### src/rtl/evt_router_pkg.sv
// Package: shared source indices, mode codes and action types for the
// event router. Assumes a fixed set of eleven event sources.
package evt_router_pkg;
    localparam int NSRC = 11;

    localparam int SRC_WDOG  = 0;
    localparam int SRC_TEMP  = 1;
    localparam int SRC_GND   = 2;
    localparam int SRC_SPI   = 3;
    localparam int SRC_BAT   = 4;
    localparam int SRC_SUP   = 5;
    localparam int SRC_CANF  = 6;
    localparam int SRC_LINF  = 7;
    localparam int SRC_WAKE  = 8;
    localparam int SRC_CANW  = 9;
    localparam int SRC_LINW  = 10;

    localparam int EDGE_CHANGE = 0;
    localparam int EDGE_RISE   = 1;
    localparam int EDGE_FALL   = 2;

    typedef enum logic [2:0] {
        MODE_STARTUP = 3'd0,
        MODE_RESTART = 3'd1,
        MODE_NORMAL  = 3'd2,
        MODE_FLASH   = 3'd3,
        MODE_STANDBY = 3'd4,
        MODE_SLEEP   = 3'd5
    } op_mode_e;

    typedef enum logic [1:0] {
        ACT_NONE  = 2'd0,
        ACT_IRQ   = 2'd1,
        ACT_RESET = 2'd2
    } evt_action_e;
endpackage

### src/rtl/evt_edge.sv
// Module: registered edge/change detector for one level input.
// KIND picks change, rising or falling detection; rising/falling use bit 0.
// Assumes the input is already synchronous to clk. History resets to IDLE.
module evt_edge #(
    parameter int          W    = 1,
    parameter int          KIND = 0,
    parameter logic [W-1:0] IDLE = '0
) (
    input  logic         clk,
    input  logic         rst_n,
    input  logic [W-1:0] din,
    output logic         hit
);
    import evt_router_pkg::*;

    logic [W-1:0] prev_q;

    // Hold the previous sample of the input.
    always_ff @(posedge clk) begin
        if (!rst_n) prev_q <= IDLE;
        else        prev_q <= din;
    end

    generate
        if (KIND == EDGE_RISE) begin : g_rise
            assign hit = din[0] & ~prev_q[0];
        end else if (KIND == EDGE_FALL) begin : g_fall
            assign hit = ~din[0] & prev_q[0];
        end else begin : g_change
            assign hit = |(din ^ prev_q);
        end
    endgenerate
endmodule

### src/rtl/evt_classify.sv
// Module: combinational routing of detected events to interrupt, reset or
// nothing, by source, enable bit and operating mode. Undefined mode codes
// act like sleep.
module evt_classify (
    input  logic [evt_router_pkg::NSRC-1:0] hit,
    input  logic [evt_router_pkg::NSRC-1:0] en,
    input  evt_router_pkg::op_mode_e        mode,
    output logic [evt_router_pkg::NSRC-1:0] irq_set,
    output logic                            rst_cause
);
    import evt_router_pkg::*;

    // Decide the action for one source given its enable and the mode.
    function automatic evt_action_e route(input int idx, input logic ena,
                                          input op_mode_e m);
        evt_action_e a;
        a = ACT_NONE;
        case (idx)
            SRC_WDOG: a = (m == MODE_STANDBY && ena) ? ACT_IRQ : ACT_RESET;
            SRC_SPI: begin
                if (!ena)                                      a = ACT_NONE;
                else if (m == MODE_STARTUP || m == MODE_RESTART) a = ACT_RESET;
                else                                           a = ACT_IRQ;
            end
            SRC_WAKE: begin
                if (ena && (m == MODE_NORMAL || m == MODE_FLASH ||
                            m == MODE_STANDBY))                a = ACT_IRQ;
                else if (!ena && m == MODE_STANDBY)            a = ACT_RESET;
                else                                           a = ACT_NONE;
            end
            SRC_CANW, SRC_LINW: a = ena ? ACT_IRQ : ACT_RESET;
            default: a = ena ? ACT_IRQ : ACT_NONE;
        endcase
        return a;
    endfunction

    logic [NSRC-1:0] rst_vec;

    generate
        for (genvar i = 0; i < NSRC; i++) begin : g_src
            evt_action_e act;
            // Action of source i this cycle, none when no event.
            always_comb act = hit[i] ? route(i, en[i], mode) : ACT_NONE;
            assign irq_set[i] = (act == ACT_IRQ);
            assign rst_vec[i] = (act == ACT_RESET);
        end
    endgenerate

    assign rst_cause = |rst_vec;
endmodule

### src/rtl/evt_pend.sv
// Module: pending flag bank and reset pulse register. A reset cause clears
// every flag and raises the pulse for one cycle; otherwise set beats clear.
module evt_pend #(
    parameter int N = 11
) (
    input  logic         clk,
    input  logic         rst_n,
    input  logic [N-1:0] irq_set,
    input  logic [N-1:0] clr,
    input  logic         rst_cause,
    output logic [N-1:0] pending,
    output logic         rst_req
);
    generate
        for (genvar i = 0; i < N; i++) begin : g_bit
            // Latch one flag: reset wipes, set wins, clear drops.
            always_ff @(posedge clk) begin
                if (!rst_n)          pending[i] <= 1'b0;
                else if (rst_cause)  pending[i] <= 1'b0;
                else if (irq_set[i]) pending[i] <= 1'b1;
                else if (clr[i])     pending[i] <= 1'b0;
            end
        end
    endgenerate

    // Register the reset request as a single-cycle pulse.
    always_ff @(posedge clk) begin
        if (!rst_n) rst_req <= 1'b0;
        else        rst_req <= rst_cause;
    end
endmodule

### src/rtl/evt_router.sv
// Module: top of the interrupt versus reset event router. Detects edges and
// changes on level inputs, routes every event by enable and mode, and keeps
// pending flags. Assumes all inputs are synchronous to clk.
module evt_router #(
    parameter int CAN_FAIL_W = 3,
    parameter int LIN_FAIL_W = 2
) (
    input  logic                  clk,
    input  logic                  rst_n,
    input  logic [2:0]            mode_i,
    input  logic [10:0]           irq_en_i,
    input  logic [10:0]           clr_i,
    input  logic                  wdog_ovf_i,
    input  logic                  temp_warn_i,
    input  logic                  gnd_shift_i,
    input  logic                  spi_len_err_i,
    input  logic                  bat_sense_i,
    input  logic                  sup_short_i,
    input  logic [CAN_FAIL_W-1:0] can_fail_i,
    input  logic [LIN_FAIL_W-1:0] lin_fail_i,
    input  logic                  wake_pin_i,
    input  logic                  can_wake_i,
    input  logic                  lin_wake_i,
    output logic [10:0]           pending_o,
    output logic                  irq_n_o,
    output logic                  rst_req_o
);
    import evt_router_pkg::*;

    logic [NSRC-1:0] hit;
    logic [NSRC-1:0] irq_set;
    logic            rst_cause;

    evt_edge #(.W(1), .KIND(EDGE_CHANGE), .IDLE(1'b0)) u_temp (
        .clk(clk), .rst_n(rst_n), .din(temp_warn_i), .hit(hit[SRC_TEMP]));
    evt_edge #(.W(1), .KIND(EDGE_CHANGE), .IDLE(1'b0)) u_gnd (
        .clk(clk), .rst_n(rst_n), .din(gnd_shift_i), .hit(hit[SRC_GND]));
    evt_edge #(.W(1), .KIND(EDGE_FALL), .IDLE(1'b1)) u_bat (
        .clk(clk), .rst_n(rst_n), .din(bat_sense_i), .hit(hit[SRC_BAT]));
    evt_edge #(.W(1), .KIND(EDGE_RISE), .IDLE(1'b0)) u_sup (
        .clk(clk), .rst_n(rst_n), .din(sup_short_i), .hit(hit[SRC_SUP]));
    evt_edge #(.W(CAN_FAIL_W), .KIND(EDGE_CHANGE), .IDLE('0)) u_canf (
        .clk(clk), .rst_n(rst_n), .din(can_fail_i), .hit(hit[SRC_CANF]));
    evt_edge #(.W(LIN_FAIL_W), .KIND(EDGE_CHANGE), .IDLE('0)) u_linf (
        .clk(clk), .rst_n(rst_n), .din(lin_fail_i), .hit(hit[SRC_LINF]));
    evt_edge #(.W(1), .KIND(EDGE_FALL), .IDLE(1'b1)) u_wake (
        .clk(clk), .rst_n(rst_n), .din(wake_pin_i), .hit(hit[SRC_WAKE]));

    // Strobe sources count as an event every cycle they are high.
    assign hit[SRC_WDOG] = wdog_ovf_i;
    assign hit[SRC_SPI]  = spi_len_err_i;
    assign hit[SRC_CANW] = can_wake_i;
    assign hit[SRC_LINW] = lin_wake_i;

    evt_classify u_cls (
        .hit      (hit),
        .en       (irq_en_i),
        .mode     (op_mode_e'(mode_i)),
        .irq_set  (irq_set),
        .rst_cause(rst_cause)
    );

    evt_pend #(.N(NSRC)) u_pend (
        .clk      (clk),
        .rst_n    (rst_n),
        .irq_set  (irq_set),
        .clr      (clr_i),
        .rst_cause(rst_cause),
        .pending  (pending_o),
        .rst_req  (rst_req_o)
    );

    assign irq_n_o = ~|pending_o;
endmodule

### config.mk
export PLATFORM = sky130hd
export DESIGN_NAME = evt_router
export DESIGN_NICKNAME = d
export VERILOG_FILES = /design/src/rtl/evt_router_pkg.sv /design/src/rtl/evt_edge.sv /design/src/rtl/evt_classify.sv /design/src/rtl/evt_pend.sv /design/src/rtl/evt_router.sv
export SDC_FILE = /design/constraint.sdc
export NUM_CORES = 1
export LEC_CHECK = 0
export BUFFER_PORTS_ARGS = -buffer_cell sky130_fd_sc_hd__buf_2
export CAP_MARGIN = 30
export CORE_MARGIN = 3
export CORE_UTILIZATION = 46
export DETAILED_ROUTE_END_ITERATION = 16
export PLACE_DENSITY_LB_ADDON = 0.08
export SKIP_LAST_GASP = 1
export SYNTH_ARGS = -nofsm -noshare
export SYNTH_HDL_FRONTEND = slang
export SYNTH_SLANG_ARGS = --single-unit
### constraint.sdc
create_clock -name clk -period 1.5 [get_ports clk]
set_input_delay 0.225 -clock clk [delete_from_list [all_inputs] [get_ports clk]]
set_output_delay 0.225 -clock clk [all_outputs]
set_load 0.03 [all_outputs]
# Yosys cells after proc, flatten, opt, wreduce, memory -nomap -nowiden

Index checks and enable logic that the tools add are counted.

Equality and inequality tests: 26
Muxes and demuxes: 46
Bitwise operators: 11
Reduce and logical (&&, ||, !) cells: 25

Operators by type and width:

| operator             | number |
|---|---|
| $mux W2              | 18 |
| $mux W1              | 28 |
| $eq A2 B1 Y1 const B | 11 |
| $eq A2 B2 Y1 const B | 11 |
| $reduce_bool A2 Y1   | 11 |
| $reduce_or A11 Y1    | 2 |
| $reduce_or A12 Y1    | 1 |
| $eq A3 B2 Y1 const B | 2 |
| $not A1 Y1           | 4 |
| $and A1 B1 Y1        | 3 |
| $eq A3 B1 Y1 const B | 1 |
| $eq A3 B3 Y1 const B | 1 |
| $logic_and A1 B1 Y1  | 3 |
| $logic_not A3 Y1     | 1 |
| $logic_or A1 B1 Y1   | 3 |
| $reduce_or A3 Y1     | 1 |
| $xor A3 B3 Y3        | 1 |
| $logic_not A1 Y1     | 2 |
| $reduce_or A2 Y1     | 1 |
| $xor A1 B1 Y1        | 2 |
| $xor A2 B2 Y2        | 1 |

Register bits: 22
Input bits: 41
Output and inout bits: 13
Word-level logic and storage cells: 127

# Longest topological paths before layout

Gate-level depths: netlist (run 1).

Depth in word-level cells: 8
Mapped depth: 4
Gate-level depth less buffers: 3

# Hierarchy

From an unflattened synthesis (run 1), not the netlist that was laid out.

Cells, all modules: 107
Area, all modules: 1004.7 µm²

By module, submodules not included:

| module                | times used | cells each | area an instance (µm²) | seq. area each (µm²) |
|---|---|---|---|---|
| evt_pend              | 1          | 48         | 474.2                  | 240.2 |
| evt_classify          | 1          | 23         | 142.6                  | 0.0 |
| evt_edge at u_canf    | 1          | 10         | 111.4                  | 60.1 |
| evt_edge at u_linf    | 1          | 7          | 75.1                   | 40.0 |
| evt_edge at u_gnd ... | 2          | 3          | 36.3                   | 20.0 |
| evt_edge at u_bat ... | 2          | 3          | 32.5                   | 20.0 |
| evt_edge at u_sup     | 1          | 3          | 40.0                   | 20.0 |
| evt_router            | 1          | 4          | 23.8                   | 0.0 |

# Least setup slack after synthesis (run 1)

Ideal clock, no wire load.

Kind: reg2out
Start: reg u_pend.pending[9]
End: out irq_n_o
Data arrival time: 1666 ps
Required time: 1275 ps
Path slack: -391 ps
Cell stages (with the launch flop): 4
Path buffers: 0
Path through: dfxtp_1 -> nor4_1 -> nand2_1 -> nor4_1

Word-level cells in the longest chain between the ends: 2

Ends and longest elaborated chain:

| item                              | line             | text |
|---|---|---|
| from (decl)                       | evt_pend.sv:11   | `output logic [N-1:0] pending,` |
| from (signal, indexed assignment) | evt_pend.sv:18   | `if (!rst_n) pending[i] <= 1'b0;` |
| from (signal, indexed assignment) | evt_pend.sv:19   | `else if (rst_cause) pending[i] <= 1'b0;` |
| from (signal, indexed assignment) | evt_pend.sv:20   | `else if (irq_set[i]) pending[i] <= 1'b1;` |
| $reduce_or A11 Y1                 | evt_router.sv:73 | `assign irq_n_o = ~\|pending_o;` |
| $logic_not A1 Y1                  | evt_router.sv:73 |  |
| to (decl)                         | evt_router.sv:25 | `output logic irq_n_o,` |

No other way between the ends.

# Worst setup path in the final report (run 1)

Start: reg u_pend.pending[1]
End: out irq_n_o

Same word-level chain as after synthesis.

==> metrics.yaml, run 1 <==
status: "complete, but fails checks"
violations: "negative setup slack"
clkLatencyLatePin_ps: 300
die-area_mm2: 0.00267
fin_crit_sh_pct: 105
gr-total-overflow: 0
place_area_mm2: 0.00129
first_pass_iters: 4
whs_path_depth: 3
seq_area_frac_synth_pct: 45.8
critPathLaunchType: "flip-flop"
routed_wl_um: 2040
cp_data_required_time_ps: 1270
htree_levels: 1
fin_tns_setup_ps: -80.8
slew_headroom_pct: 78.1
n_antenna_cell: 0
synth_top_area_cell: "dfxtp_1"
min_from: "bat_sense_i"
die_h_um: 51.7
power.density_mw_per_mm2: 937
cts.sinks: 22
cts.path.max_buffers: 2
fin_area_mm2: 0.00138
cts_setup_buffers: 0
syn_area_per_cell_um2: 10.2
cp-startpoint: "u_pend.pending[1]$_SDFFE_PP0P_"
grt.total_usage_pct: 16.5
crit_cells: 4
nNetsFinal: 192
dieWidth_um: 51.7
critPathBufInv: 1
grt_pass1_wl_um: 3300
antenna_found_initial: 0
synth_top_area_share_pct: 45.8
min_period_ps: 1580
synth_area_leaders: "dfxtp_1 (46%), nor3_2 (8.3%), xor2_1 (6.4%)"
cpPeakStageDelay_ps: 360
setup_ws_ps: -80.8
core_area_mm2: 0.00184
power.total_uw: 1290
cp_slowest_cell: "dfxtp_2"
p_leak_uw: 0.000652
cpMostUsedCell: "nor4_4"
cts_tree: "done"
most-common-layout-cells: "buf_2 (52), dfxtp_1 (19), inv_1 (9)"
peakVddDrop_uv: 747
drive_gt1_share_pct: 52.0
layout-area-overhead-vs-synth_pct: 43.4
layout_commonest_cell: "buf_2"
path_delay_family: "simple AND/OR/NAND/NOR gates"
cts_root_buf: "clkbuf_4"
syn-cell-area_um2: 961
vias: 856
rows: 15
slew_violations: 0
grt_max_degree: 14
crit_type: "reg -> out"
skew_ps: 6.69
dp.cells: 171
gp_congestion: 0.766
synth_cell_types: 26
clk_pin_slew_ps: 120
min_path_type: "in -> reg"
syn_nets: 135
nFillCells: 151
finalHoldViolCount: 0
reg2reg_slack_ps: 410
drc_errors: 0
start_util_pct: 52.2
numCtsBuffers: 3
ys.warnings.count: 0
crit_chain: "nor4_4, nand2_2, nor4_4, buf_4"
worst_pin_slew_ps: 328
port_buffers: 53
max_freq_mhz: 633
drtAntennaViolNets: 0
dp_hpwl_um: 1630
wire_per_inst_um: 11.6
viasPerCell: 4.89
rsz0062_at_grt: "yes"
synth_cells: 94
drt_iter0_drc: 6
cp-end-kind: "output pin"
setup_viol: 1
r2r_start: "u_wake.prev_q$_SDFF_PN1_"
maxCapViolations: 0
crit_fanout: 3
worstPathArrival_ps: 1360
ys_ff_latch: 22
grt_pass1_vias: 822
ff2ff_path_depth: 4
ios: 54
finalNonFillerCells: 175
==> layer usage <==
layer / up-vias / GRT usage, % / part of all wire [%]
met4: 0 / 4.80 / 0.25
met5: - / 0 / 0
met1: 380 / 17.1 / 38
met3: 2 / 5.16 / 8.7
li1: 441 / - / -
met2: 33 / 31.4 / 53
==> where the power goes <==
group | leakage [uW] | switching (uW) | internal [uW]
sequential | 0.000182 | 14.0 | 608
clock | 0.0000279 | 172 | 270
combinational | 0.000442 | 113 | 114
total | 0.000652 | 300 | 991
==> tightest hold or removal path: cells and delay by family <==
family | cells | cell delay (ps)
and+or+nand+nor | 1 | 40
buffers and inverters | 2 | 110
==> kinds of logic (layout without fill, tap and decap cells) <==
family          Yosys count  in the layout  share of synthesized area [%]
compound gates           18             18                           15.9
xor+xnor                  7              7                           6.38
buf+inv                  12             68                           6.25
flops                    22             22                           45.8
simple gates             35             35                           25.7
==> synthesized netlist by cell type, drive strengths merged <==
master / n
xor2: 7
clkbuf: 1
or2: 1
a22oi: 2
nor3b: 2
nand4bb: 1
a22o: 1
o21a: 1
a32oi: 4
nor2b: 3
o31ai: 1
inv: 9
nor3: 8
o211ai: 1
and2: 8
nor4: 3
nand2b: 5
buf: 2
a211oi: 3
nand2: 4
o21ai: 1
dfxtp: 22
a21oi: 2
o2111ai: 2
==> flip-flops by register name (all words and copies together) (netlist names) <==
signal	count
u_bat.prev_q	1
u_canf.prev_q	3
u_gnd.prev_q	1
u_linf.prev_q	2
u_pend.pending	11
u_pend.rst_req	1
u_sup.prev_q	1
u_temp.prev_q	1
u_wake.prev_q	1
==> final timing paths <==
path / to
max reg2reg: u_pend.rst_req$_SDFF_PN0_
min: u_bat.prev_q$_SDFF_PN1_
min reg2reg: u_pend.pending[8]$_SDFFE_PP0P_
max: irq_n_o
==> layout make-up <==
| cell class | instances | area (um^2) | area share [%] |
|---|---|---|---|
| clock inverters | 1 | 30.0 | 2.18 |
| well taps | 25 | 31.3 | 2.27 |
| inverters | 9 | 33.8 | 2.45 |
| multi-input cells | 60 | 508 | 36.9 |
| clock buffers | 3 | 22.5 | 1.63 |
| flip-flops and latches | 22 | 444 | 32.2 |
| repair buffers | 55 | 308 | 22.3 |
==> through the flow <==
stage          util [%]  hold slack [ps]  setup slack [ps]
2_1_floorplan         -              322               109
3_3_place_gp       69.9              413               161
3_5_place_dp       69.9              413               167
4_1_cts            73.7             90.4              -117
5_1_grt            74.9              123              -156
6_report           74.9             96.4             -80.8
==> repair_timing <==
action                                  CTS  global route
hold buffers                              0             0
resized for setup                         5             4
endpoints found under the setup margin    1             1
pin swaps                                 3             1
No activity file was read; power rests on OpenSTA's default activity.
==> inputs of run 2 (changes only) <==
ABC_AREA = 1   (was unset)
==> metrics.yaml, run 2 <==
status: "finished, final reports clean"
synth_fa_ha_area_share_pct: 0  # unchanged
cp_slowest_cell: "dfxtp_2"
p_int_uw: 793  # -20%
grt_pass1_vias: 933  # +14%
n_antenna_cell: 0  # unchanged
routed_wl_um: 2230  # +9.5%
grt.total_usage_pct: 18.1  # +1.6 points
nNetsFinal: 239  # +24%
ios: 54  # unchanged
ys.warnings.count: 0  # unchanged
slew_headroom_pct: 79.6  # +1.5 points
cts_tree: "done"
cpPeakStageDelay_ps: 340  # -20 ps
crit_fanout: 2  # -1
grt_max_degree: 12  # -2
port_buffers: 53  # unchanged
synth_cells: 140  # +49%
synth_edf_count: 0  # unchanged
drc_errors: 0  # unchanged
critPathBufInv: 1  # unchanged
fin_crit_sh_pct: 97.6  # -7.8 points
drive_gt1_share_pct: 37.8  # -14 points
reg2reg_slack_ps: 460  # +50 ps
cts.path.max_buffers: 2  # unchanged
synth.most_common_cell: "inv_1"
vias: 1000  # +17%
async_flop_share_pct: 0  # unchanged
cpMostUsedCell: "nor3_2"
viasPerCell: 4.48  # -8.3%
core_area_mm2: 0.00200  # +8.8%
first_pass_iters: 4  # unchanged
most-common-layout-cells: "buf_2 (52), inv_1 (33), nand2_1 (30)"
p_sw_share_pct: 27.7  # +4.5 points
slew_violations: 0  # unchanged
gp_congestion: 0.741  # -3.3%
die_h_um: 52.4  # +1.3%
power_switching_uw: 304  # +1.5%
power.density_mw_per_mm2: 827  # -12%
gr-total-overflow: 0  # unchanged
synth_area_leaders: "dfxtp_1 (45%), inv_1 (13%), nand2_1 (11%)"
wire_per_inst_um: 10.0  # -14%
p_leak_uw: 0.000756  # +16%
synth_top_area_share_pct: 44.6  # -1.3 points
syn_area_per_cell_um2: 7.06  # -31%
syn_nets: 181  # +34%
cts.sinks: 22  # unchanged
clk_pin_slew_ps: 120  # about the same
finalHoldViolCount: 0  # unchanged
largest_reg_flops: 11  # unchanged
crit_type: "reg -> out"
synth_compound_area_share_pct: 8.23  # -7.7 points
yosys.area_share.simple_pct: 31.0  # +5.4 points
setup_viol: 0  # -1
antenna_found_initial: 0  # unchanged
rows: 16  # +1
min_period_ps: 1460  # -116 ps
synth_common_cells: "inv_1 (33), nand2_1 (30), dfxtp_1 (22)"
synthXorXnorAreaFrac_pct: 2.66  # -3.7 points
synth_top_family_by_area: "simple AND/OR/NAND/NOR gates"
p_seq_share_pct: 56.3  # +8.2 points
ys_ff_latch: 22  # unchanged
syn-cell-area_um2: 988  # +2.9%
cp_data_required_time_ps: 1270  # about the same
start_util_pct: 49.4  # -2.9 points
die-area_mm2: 0.00274  # +2.5%
dp.cells: 219  # +28%
max_freq_mhz: 683  # +7.9%
layout_commonest_cell: "buf_2"
numCtsBuffers: 3  # unchanged
dieWidth_um: 52.4  # +1.3%
path_delay_family: "simple AND/OR/NAND/NOR gates"
rsz0062_at_grt: "yes"
seq_area_frac_synth_pct: 44.6  # -1.3 points
skew_ps: 5.96  # -0.728 ps
grt_pass1_wl_um: 3590  # +9.0%
reg.largest.list: "u_pend.pending (11), u_canf.prev_q (3), u_linf.prev_q (2)"
min_path_type: "in -> reg"
worst_pin_slew_ps: 305  # -22.5 ps
synthFlopType: "dfxtp_1"
synth.area.mux_share_pct: 0  # unchanged
crit_chain: "nor3_2, nand4_1, nor3_2, buf_4"
clkPwrFrac_pct: 24.2  # -10 points
dp_hpwl_um: 1860  # +14%
drtAntennaViolNets: 0  # unchanged
synth_top_area_cell: "dfxtp_1"
fin_tns_setup_ps: 0  # +80.8 ps
p_comb_share_pct: 19.5  # +1.9 points
htree_levels: 1  # unchanged
hold_buffers: 0  # unchanged
synth_cell_types: 19  # -27%
top_register: "u_pend.pending"
cp-end-kind: "output pin"
layout-area-overhead-vs-synth_pct: 34.3
peakVddDrop_uv: 685  # -8.3%
worstPathArrival_ps: 1240  # -120 ps
clkLatencyLatePin_ps: 310  # about the same
critPathLaunchType: "flip-flop"
drt_iter0_drc: 14  # +8
maxCapViolations: 0  # unchanged
finalNonFillerCells: 223  # +27%
cts_root_buf: "clkbuf_4"
==> run 2: cell count changes after synthesis, moves of 6 or more <==
cell / before / now
nand2_1: 4 / 30
inv_1: 9 / 33
xor2_1: 7 / 0
nand3_1: 0 / 6
and2_1: 8 / 0
nor2_1: 0 / 12
nor2_2: 0 / 9
nor3_2: 8 / 1
==> run 2: stage by stage <==
| stage | power [uW] | hold WS [ps] | util (%) | cell area [um^2] | setup slack (ps) |
|---|---|---|---|---|---|
| after floorplan | 751 | 318 | - | 993 | 163 |
| after global placement | 834 | 410 | 64.4 | 1290 | 334 |
| after detailed placement | 842 | 422 | 64.4 | 1290 | 304 |
| after CTS | 1110 | 90.7 | 66.3 | 1330 | 2.02 |
| after global routing | 1160 | 99.5 | 66.3 | 1330 | -82.0 |
| final | 1100 | 96.6 | 66.3 | 1330 | 35.6 |
==> run 2: routing by layer <==
| metal | up-vias | GRT usage (%) | routed length (um) |
|---|---|---|---|
| met5 | - | 0 | 0 |
| met4 | 0 | 9.36 | 36 |
| met3 | 5 | 3.42 | 145 |
| met2 | 37 | 35.7 | 1180 |
| met1 | 426 | 17.2 | 867 |
| li1 | 532 | - | - |
==> run 2: timing repair <==
item	4_1_cts	5_1_grt
setup endpoints to repair	1	1
pin swaps	1	1
buffers inserted	1	0
resized for setup	3	0
gates cloned	0	0
==> run 2: layout make-up <==
cell class,count,area [um^2]
repair buffers,54,275
inverters,34,130
flip-flops and latches,22,442
multi-input cells,83,424
fillers,211,674
well taps,27,33.8
clock buffers,3,22.5
==> run 2: cells by family after synthesis <==
family,count (synthesis)
AO/OA/AOI/OAI,15
buffers and inverters,35
AND/OR/NAND/NOR,65
XOR/XNOR,3
flip-flops,22
==> run 2: worst register-to-register path: cells and delay by family (launching register included) <==
kind | cells | cell delay (ps)
simple gates | 6 | 470
flops | 1 | 330
buf+inv | 1 | 150
==> run 2: power groups by stage <==
stage,Clock (uW),Sequential [uW],Combinational (uW)
2_1_floorplan,0,647,104
3_3_place_gp,0,630,205
3_5_place_dp,0,631,211
4_1_cts,279,618,216
5_1_grt,297,621,240
6_report,266,618,214
==> run 2: worst paths after layout <==
path                                  startpoint                               to  cells after the start
hold / removal                        wake_pin_i         u_wake.prev_q$_SDFF_PN1_                      3
setup reg to reg        u_wake.prev_q$_SDFF_PN1_  u_pend.pending[10]$_SDFFE_PP0P_                      7
hold reg to reg   u_pend.pending[3]$_SDFFE_PP0P_   u_pend.pending[3]$_SDFFE_PP0P_                      2
setup / recovery  u_pend.pending[4]$_SDFFE_PP0P_                          irq_n_o                      4
